$ cat config.mk
export PLATFORM = sky130hd
export DESIGN_NAME = bp_match_unit
export DESIGN_NICKNAME = d
export VERILOG_FILES = /design/src/rtl/bp_match_pkg.sv /design/src/rtl/bp_pair_cmp.sv /design/src/rtl/bp_link_resolve.sv /design/src/rtl/bp_result_stage.sv /design/src/rtl/bp_match_unit.sv
export SDC_FILE = /design/constraint.sdc
export NUM_CORES = 1
export LEC_CHECK = 0
export BUFFER_PORTS_ARGS = -buffer_cell sky130_fd_sc_hd__buf_2
export CAP_MARGIN = 20
export CORE_AREA = 10 10 127 129
export CTS_BUF_LIST = sky130_fd_sc_hd__clkbuf_8
export CTS_CLUSTER_SIZE = 30
export DETAILED_ROUTE_END_ITERATION = 7
export DIE_AREA = 0 0 137 139
export HOLD_SLACK_MARGIN = 0.1
export PLACE_DENSITY_LB_ADDON = 0.3
export SLEW_MARGIN = 40
export SYNTH_ARGS = -nofsm -noshare
export SYNTH_HDL_FRONTEND = slang
export SYNTH_SLANG_ARGS = --single-unit
$ cat constraint.sdc
create_clock -name clk -period 3.1 [get_ports clk]
set_input_delay 0.31 -clock clk [delete_from_list [all_inputs] [get_ports clk]]
set_output_delay 0.31 -clock clk [all_outputs]
set_load 0.1 [all_outputs]
$ cat src/rtl/bp_match_pkg.sv
package bp_match_pkg;
  localparam int VAL_W  = 32;
  localparam int LINK_W = 4;
  localparam int BSEL_W = 4;

  typedef enum logic [1:0] {
    MODE_ADDR      = 2'b00,
    MODE_ADDR_LINK = 2'b01,
    MODE_CTX       = 2'b10,
    MODE_CTX_TGT   = 2'b11
  } bp_mode_e;

  typedef enum logic [1:0] {
    PRV_NONE = 2'b00,
    PRV_PRIV = 2'b01,
    PRV_USER = 2'b10,
    PRV_ANY  = 2'b11
  } bp_priv_e;
endpackage

$ cat src/rtl/bp_pair_cmp.sv
module bp_pair_cmp
  import bp_match_pkg::*;
(
  input  logic [VAL_W-1:0]  value,
  input  logic [BSEL_W-1:0] bsel,
  input  logic [1:0]        priv_sel,
  input  logic              en,
  input  logic [VAL_W-1:0]  fetch_addr,
  input  logic              fetch_priv,
  input  logic              fetch_big_endian,
  input  logic [VAL_W-1:0]  ctx_id,
  output logic              addr_hit,
  output logic              ctx_hit,
  output logic              priv_ok
);
  logic [1:0] lane;
  logic       word_eq;

  // big-endian fetch swaps halfwords inside the word
  assign lane    = fetch_addr[1:0] ^ {fetch_big_endian, 1'b0};
  assign word_eq = (value[VAL_W-1:2] == fetch_addr[VAL_W-1:2]);

  always_comb begin
    unique case (bp_priv_e'(priv_sel))
      PRV_PRIV: priv_ok = fetch_priv;
      PRV_USER: priv_ok = !fetch_priv;
      PRV_ANY:  priv_ok = 1'b1;
      default:  priv_ok = 1'b0;
    endcase
  end

  assign addr_hit = en && word_eq && bsel[lane] && priv_ok;
  // context compare uses every lane; capability is decided by the resolver
  assign ctx_hit  = (value == ctx_id) && (&bsel);
endmodule

$ cat src/rtl/bp_link_resolve.sv
module bp_link_resolve
  import bp_match_pkg::*;
#(
  parameter int NUM_PAIRS = 6,
  parameter int CTX_FIRST = 4
) (
  input  logic [NUM_PAIRS-1:0][1:0]        mode,
  input  logic [NUM_PAIRS-1:0][LINK_W-1:0] link,
  input  logic [NUM_PAIRS-1:0]             en,
  input  logic [NUM_PAIRS-1:0]             addr_hit,
  input  logic [NUM_PAIRS-1:0]             ctx_hit,
  input  logic [NUM_PAIRS-1:0]             priv_ok,
  input  logic                             monitor_mode,
  input  logic                             fetch_priv,
  output logic [NUM_PAIRS-1:0]             hits
);
  logic suppress_ctx;
  assign suppress_ctx = monitor_mode && fetch_priv;

  for (genvar i = 0; i < NUM_PAIRS; i++) begin : g_pair
    localparam bit CAPABLE = (i >= CTX_FIRST);
    logic tgt_ok;
    logic hit_i;

    always_comb begin
      tgt_ok = 1'b0;
      for (int t = CTX_FIRST; t < NUM_PAIRS; t++) begin
        if ((t != i) && (link[i] == LINK_W'(t)) &&
            (bp_mode_e'(mode[t]) == MODE_CTX_TGT) && en[t] && ctx_hit[t])
          tgt_ok = 1'b1;
      end
    end

    always_comb begin
      unique case (bp_mode_e'(mode[i]))
        MODE_ADDR:      hit_i = addr_hit[i];
        MODE_ADDR_LINK: hit_i = addr_hit[i] && tgt_ok;
        MODE_CTX:       hit_i = CAPABLE && en[i] && ctx_hit[i] &&
                                priv_ok[i] && !suppress_ctx;
        default:        hit_i = 1'b0;
      endcase
    end

    assign hits[i] = hit_i;
  end
endmodule

$ cat src/rtl/bp_result_stage.sv
module bp_result_stage #(
  parameter int NUM_PAIRS = 6
) (
  input  logic                 clk,
  input  logic                 rst_n,
  input  logic                 in_valid,
  output logic                 in_ready,
  input  logic [NUM_PAIRS-1:0] hits,
  output logic                 out_valid,
  input  logic                 out_ready,
  output logic [NUM_PAIRS-1:0] out_hits,
  output logic                 out_event
);
  assign in_ready = !out_valid || out_ready;

  always_ff @(posedge clk or negedge rst_n) begin
    if (!rst_n) begin
      out_valid <= 1'b0;
      out_hits  <= '0;
      out_event <= 1'b0;
    end else if (in_ready) begin
      out_valid <= in_valid;
      if (in_valid) begin
        out_hits  <= hits;
        out_event <= |hits;
      end
    end
  end
endmodule

$ cat src/rtl/bp_match_unit.sv
module bp_match_unit
  import bp_match_pkg::*;
#(
  parameter int NUM_PAIRS = 6,
  parameter int CTX_FIRST = 4
) (
  input  logic                        clk,
  input  logic                        rst_n,
  input  logic                        fetch_valid,
  output logic                        fetch_ready,
  input  logic [VAL_W-1:0]            fetch_addr,
  input  logic                        fetch_priv,
  input  logic                        fetch_big_endian,
  input  logic [VAL_W-1:0]            ctx_id,
  input  logic                        monitor_mode,
  input  logic [NUM_PAIRS*VAL_W-1:0]  cfg_value,
  input  logic [NUM_PAIRS*2-1:0]      cfg_mode,
  input  logic [NUM_PAIRS*LINK_W-1:0] cfg_link,
  input  logic [NUM_PAIRS*BSEL_W-1:0] cfg_bsel,
  input  logic [NUM_PAIRS*2-1:0]      cfg_priv,
  input  logic [NUM_PAIRS-1:0]        cfg_en,
  output logic                        res_valid,
  input  logic                        res_ready,
  output logic [NUM_PAIRS-1:0]        res_hits,
  output logic                        res_event
);
  logic [NUM_PAIRS-1:0][1:0]        mode_a;
  logic [NUM_PAIRS-1:0][LINK_W-1:0] link_a;
  logic [NUM_PAIRS-1:0]             addr_hit;
  logic [NUM_PAIRS-1:0]             ctx_hit;
  logic [NUM_PAIRS-1:0]             priv_ok;
  logic [NUM_PAIRS-1:0]             hits;

  assign mode_a = cfg_mode;
  assign link_a = cfg_link;

  for (genvar i = 0; i < NUM_PAIRS; i++) begin : g_cmp
    bp_pair_cmp u_cmp (
      .value            (cfg_value[i*VAL_W +: VAL_W]),
      .bsel             (cfg_bsel[i*BSEL_W +: BSEL_W]),
      .priv_sel         (cfg_priv[i*2 +: 2]),
      .en               (cfg_en[i]),
      .fetch_addr       (fetch_addr),
      .fetch_priv       (fetch_priv),
      .fetch_big_endian (fetch_big_endian),
      .ctx_id           (ctx_id),
      .addr_hit         (addr_hit[i]),
      .ctx_hit          (ctx_hit[i]),
      .priv_ok          (priv_ok[i])
    );
  end

  bp_link_resolve #(
    .NUM_PAIRS (NUM_PAIRS),
    .CTX_FIRST (CTX_FIRST)
  ) u_resolve (
    .mode         (mode_a),
    .link         (link_a),
    .en           (cfg_en),
    .addr_hit     (addr_hit),
    .ctx_hit      (ctx_hit),
    .priv_ok      (priv_ok),
    .monitor_mode (monitor_mode),
    .fetch_priv   (fetch_priv),
    .hits         (hits)
  );

  bp_result_stage #(
    .NUM_PAIRS (NUM_PAIRS)
  ) u_stage (
    .clk       (clk),
    .rst_n     (rst_n),
    .in_valid  (fetch_valid),
    .in_ready  (fetch_ready),
    .hits      (hits),
    .out_valid (res_valid),
    .out_ready (res_ready),
    .out_hits  (res_hits),
    .out_event (res_event)
  );
endmodule

Word level (Yosys, flattened, before mapping):

Index checks and enable logic that the tools add are counted.
Widths: inputs -> output; s select.

* register bits after elaboration: 8
* input port bits: 341
* output and inout port bits: 9
* word-level logic and storage cells: 162

* order comparisons: 1
* equality and inequality tests: 46
* muxes and demuxes: 34
* bitwise operators: 1
* reductions and logical operators: 77

Operators by type and width (count)
* $eq 30x30->1: 6
* $eq 32x32->1: 2
* $logic_and 1x1->1: 63
* $eq 4x3->1 const B: 10
* $eq 2x2->1 const B: 16
* $eq 2x1->1 const B: 12
* $pmux 1 s3: 8
* $mux 1: 16
* $bmux 1 s2: 6
* $logic_not 2->1: 6
* $pmux 1 s2: 4
* $reduce_and 4->1: 2
* $reduce_or 6->1: 1
* $logic_not 1->1: 3
* $lt 2x3->1 const B: 1
* $reduce_and 2->1: 1
* $xor 2x2->2: 1
* $logic_or 1x1->1: 1

Depth between registers and ports, before layout:

* word-level depth: 9
* mapped depth: 8
* gate-level depth less buffers: 8

Hierarchy:

A second synthesis with hierarchy kept.

* cell total of the unflattened synthesis: 602
* area total of the unflattened synthesis: 5062.4 um^2

By module, submodules not included
* bp_pair_cmp: instances 6, cells each 90, area each 739.5 um^2, seq. area each 0.0 um^2
* bp_result_stage: instances 1, cells each 21, area each 319.1 um^2, seq. area each 200.2 um^2
* bp_link_resolve: instances 1, cells each 41, area each 306.5 um^2, seq. area each 0.0 um^2

Worst setup path after synthesis:

Ideal clock, no wire load.

* kind: flip-flop to flip-flop
* start: reg u_stage.out_valid
* end: reg u_stage.out_hits[1]
* setup time: 120 ps
* arrival time: 2515 ps
* required time: 2980 ps
* path slack: 466 ps
* cell stages (with the launch flop): 6
* path buffers: 1
* period minus slack after synthesis: 2634 ps
* cell sequence: dfrtp_1 -> nand2b_1 -> nand2_1 -> clkbuf_1 -> nor3_1 -> a21o_1

* longest elaborated chain between the ends: 3

RTL lines
* start, declared: RTL line bp_result_stage.sv:9 `output logic out_valid,`
* start signal, assigned: RTL line bp_result_stage.sv:22 `out_valid <= in_valid;`
* $logic_not 1->1: RTL line bp_result_stage.sv:14 `assign in_ready = !out_valid || out_ready;`
* $logic_or 1x1->1: RTL line bp_result_stage.sv:14
* named net fetch_ready: RTL line bp_match_unit.sv:10 `output logic fetch_ready,`
* $reduce_and 2->1 (no source line)
* end signal, assigned: RTL line bp_result_stage.sv:24 `out_hits <= hits;`
* end, declared: RTL line bp_result_stage.sv:11 `output logic [NUM_PAIRS-1:0] out_hits,`

The timed path passes the listed nets, and every way through them passes these cells.
A chain may end at the register's enable or synchronous reset.

Worst setup path in the final report:

* start: in ctx_id[27]
* end: reg u_stage.out_event

* longest elaborated chain between the ends: 8
* elaborated cells between the ends (all ways): 43
* classes of those cells: eq/ne (2); mux (16); reduce/logical (25)

RTL lines
* start, declared: RTL line bp_match_unit.sv:14 `input logic [VAL_W-1:0] ctx_id,`
* $eq 32x32->1: RTL line bp_pair_cmp.sv:34 `assign ctx_hit = (value == ctx_id) && (&bsel);`
* $logic_and 1x1->1: RTL line bp_pair_cmp.sv:34
* $logic_and 1x1->1: RTL line bp_link_resolve.sv:29 `(bp_mode_e'(mode[t]) == MODE_CTX_TGT) && en[t] && ctx_hit[t])`
* $mux 1 (2 in a row): RTL line bp_link_resolve.sv:28 `if ((t != i) && (link[i] == LINK_W'(t)) &&`
* $logic_and 1x1->1: RTL line bp_link_resolve.sv:37 `MODE_ADDR_LINK: hit_i = addr_hit[i] && tgt_ok;`
* $pmux 1 s2: RTL line bp_link_resolve.sv:35 `unique case (bp_mode_e'(mode[i]))`
* $reduce_or 6->1 *: RTL line bp_result_stage.sv:25 `out_event <= |hits;`
* end signal, assigned: RTL line bp_result_stage.sv:25
* end, declared: RTL line bp_result_stage.sv:12 `output logic out_event`

Mark *: on every way between the ends. The rest lies on a longest branch, timed or not.

==> results_dict.tcl <==
set metrics [dict create \
    vdd_drop_max_mv 0.0956 \
    fin_ws_ps 525 \
    clock_skew_ps 1.96 \
    synth_enable_flop_cells 0 \
    ys_top_cells_by_count "xor2_1 (150), xnor2_1 (95), nor4_1 (43), nand4_1 (38), clkbuf_1 (32)" \
    grt_pass1_vias 5205 \
    fmaxAchievable_mhz 388 \
    yosysWarningCount 0 \
    io_buffers 341 \
    ys_seq_area_share_pct 5.52 \
    critPathLaunch "ctx_id[27]" \
    cap_violations 0 \
    status "finished clean" \
    relSlewSlack_pct 44.1 \
    dieWidth_um 137 \
    syn_nets 793 \
    cts.reportedPaths.clkPinSlew_ps 40 \
    cts_resized 0 \
    hold_start "fetch_valid" \
    crit_path_end_kind "flop" \
    hold_violations 0 \
    start_util_pct 26.5 \
    cp.arrival_ps 2750 \
    grt_pass1_wl_mm 31.6 \
    wirelength_mm 22.4 \
    grt_setup_unrepaired "no" \
    seqCellArea_sq_um 200 \
    r2r-start "u_stage.out_valid$_DFFE_PN0N_" \
    detail_route.wl_per_cell_um 23.7 \
    critical_path.max_fanout 3 \
    hold_path_class "input port to flop" \
    power.density_nw_per_um2 178 \
    drv_slew 0 \
    cts_sinks 8 \
    crit_required_ps 3270 \
    track_usage_pct 22.3 \
    place_area_sq_um 5460 \
    cts_root_buffer "clkbuf_8" \
    power_uw 982 \
    core_area_sq_um 13700 \
    ios 350 \
    final.setup.tns_ps 0 \
    drc_errors 0 \
    fillers 1508 \
    dpl.hpwl_mm 20.4 \
    syn_avg_cell_area_sq_um 8.02 \
    yosys_most_used_dff "dfrtp_1" \
    finalSetupViolCount 0 \
    grt_max_degree 12 \
    syn_to_final_growth_pct 51.8 \
    timing.final.crit_share_pct 83.1 \
    die_height_um 139 \
    p_leak_uw 0.00260 \
    vias 4609 \
    dieArea_sq_um 19000 \
    drtIter0Drc 227 \
    netlist_area_sq_um 3630 \
    cts_buffer_depth 2 \
    clk_latency_ps 230 \
    cts_buffers 3 \
    start_kind "input port" \
    tightest_slew_ps 830 \
    ys_types 36 \
    std_cell_rows 43 \
    synth-seq-cells 8 \
    cts_tree "done" \
    antenna_found_initial 2 \
    drtPass1Iterations 4 \
    ys_async_sr_fraction_pct 100 \
    design_area_sq_um 5510 \
    dpl_worst_slack_ps 323 \
    routed_via_density 4.87 \
    yosysTopAreaCell "xor2_1" \
    diodes 0 \
    postSynthCellCount 452 \
    synth_area_leaders "xor2_1 (36%), xnor2_1 (23%), nor4_1 (7.4%)" \
    path_class "input port to flop" \
    multi_input_area_sq_um 3290 \
    nets 1110 \
    place_congestion 0.987 \
    period_minus_slack_ps 2580 \
    drtAntennaViolNets 0 \
    yosysMostFrequentCell "xor2_1" \
    cts_max_level 1 \
    grt_overflow 0 \
    drive_gt1_share_pct 46.7 \
    synth_top_area_share_pct 36.2 \
]
[where the power goes]
group / switching (uW) / leakage (uW) / internal [uW]
logic: 389 / 0.00247 / 357
registers: 1.61 / 0.000107 / 107
clock network: 42.7 / 0.0000216 / 84.3
[cell families (layout without fill, tap and decap cells)]
kind of cell / after synthesis / count (layout) / share of synthesized area [%]
xor gates and xnor gates: 245 / 245 / 59.2
DFF: 8 / 8 / 5.52
buffers and inverters: 35 / 350 / 3.66
and+or+nand+nor: 132 / 132 / 21.8
muxes: 16 / 16 / 6.55
AOI/OAI and AO/OA: 16 / 16 / 3.31
[final cells by class]
cell class	instances	share of cell area [%]
timing repair buffer	345	31.6
sequential	8	3.63
inverter	2	0.136
tap	180	4.09
multi-input combinational	409	59.8
clock buffer	3	0.750
[layer usage]
metal / vias up / global-route usage, % / share of wire, %
met3: 16 / 5.80 / 8.4
met4: 4 / 2.83 / 1.0
li1: 2209 / - / -
met2: 222 / 41.9 / 52
met5: - / 0 / 0.10
met1: 2158 / 24.7 / 38
[state kept, by name, indices dropped and copies added (netlist names)]
register / flops
u_stage.out_event: 1
u_stage.out_valid: 1
u_stage.out_hits: 6
[critical path, cell delays in order]
cell      delay (ps)
buf_2            120
xor2_1           160
nor4_1           500
nand4_1          330
nor4_1           440
o211ai_1         180
a2111o_1         460
nand4_1          100
o32a_2           150
[timing repair]
| action | in CTS | in global routing |
|---|---|---|
| setup endpoints to repair | 0 | 0 |
| hold buffers | 1 | 0 |
| setup buffers | 0 | 0 |
| endpoints found under the hold margin | 8 | 0 |
[cells in the final DEF (no fill, tap or decap)]
| master | count |
|---|---|
| buf_2 | 341 |
| xor2_1 | 150 |
| xnor2_1 | 95 |
| nor4_1 | 43 |
| nand4_1 | 38 |
| nand2_1 | 15 |
| nor2_1 | 9 |
| mux2i_1 | 8 |
| dfrtp_1 | 8 |
| nand3_1 | 6 |
| mux4_2 | 6 |
| nor3_1 | 5 |
| o21ai_0 | 3 |
| nor3b_1 | 3 |
| clkbuf_8 | 3 |
| buf_4 | 3 |
| nand2b_1 | 2 |
| or3_1 | 2 |
| nand4b_1 | 2 |
| or4_1 | 2 |
| inv_1 | 2 |
| o21a_1 | 2 |
| nand3b_1 | 2 |
| mux2_2 | 2 |
| a21o_1 | 2 |
| nor4_4 | 1 |
| a31oi_1 | 1 |
| o41a_1 | 1 |
| o211ai_1 | 1 |
| a2111o_1 | 1 |
| nor4_2 | 1 |
| nor4bb_1 | 1 |
| a21boi_0 | 1 |
| o31a_1 | 1 |
| o22ai_1 | 1 |
| a21oi_1 | 1 |
| o32a_2 | 1 |
| dlygate4sd3_1 | 1 |
[per-stage QoR]
stage	hold slack [ps]	utilization (%)	std cells
after floorplan	14.4	-	452
after global placement	163	39.9	943
after detailed placement	163	39.9	943
after CTS	299	40.3	947
after global routing	312	40.3	947
final	301	40.3	947
[worst paths after layout]
path                                                         to  slack [ps]  cells after the start
worst min register to register  u_stage.out_hits[1]$_DFFE_PN0P_         470                      1
worst min-delay path              u_stage.out_valid$_DFFE_PN0N_         300                      2
worst max register to register    u_stage.out_event$_DFFE_PN0P_        1580                      5
worst max-delay path              u_stage.out_event$_DFFE_PN0P_         520                      9
min in group asynchronous         u_stage.out_event$_DFFE_PN0P_         480                      2
max in group asynchronous       u_stage.out_hits[5]$_DFFE_PN0P_        2440                      2
(Power assumes the default switching activity.)
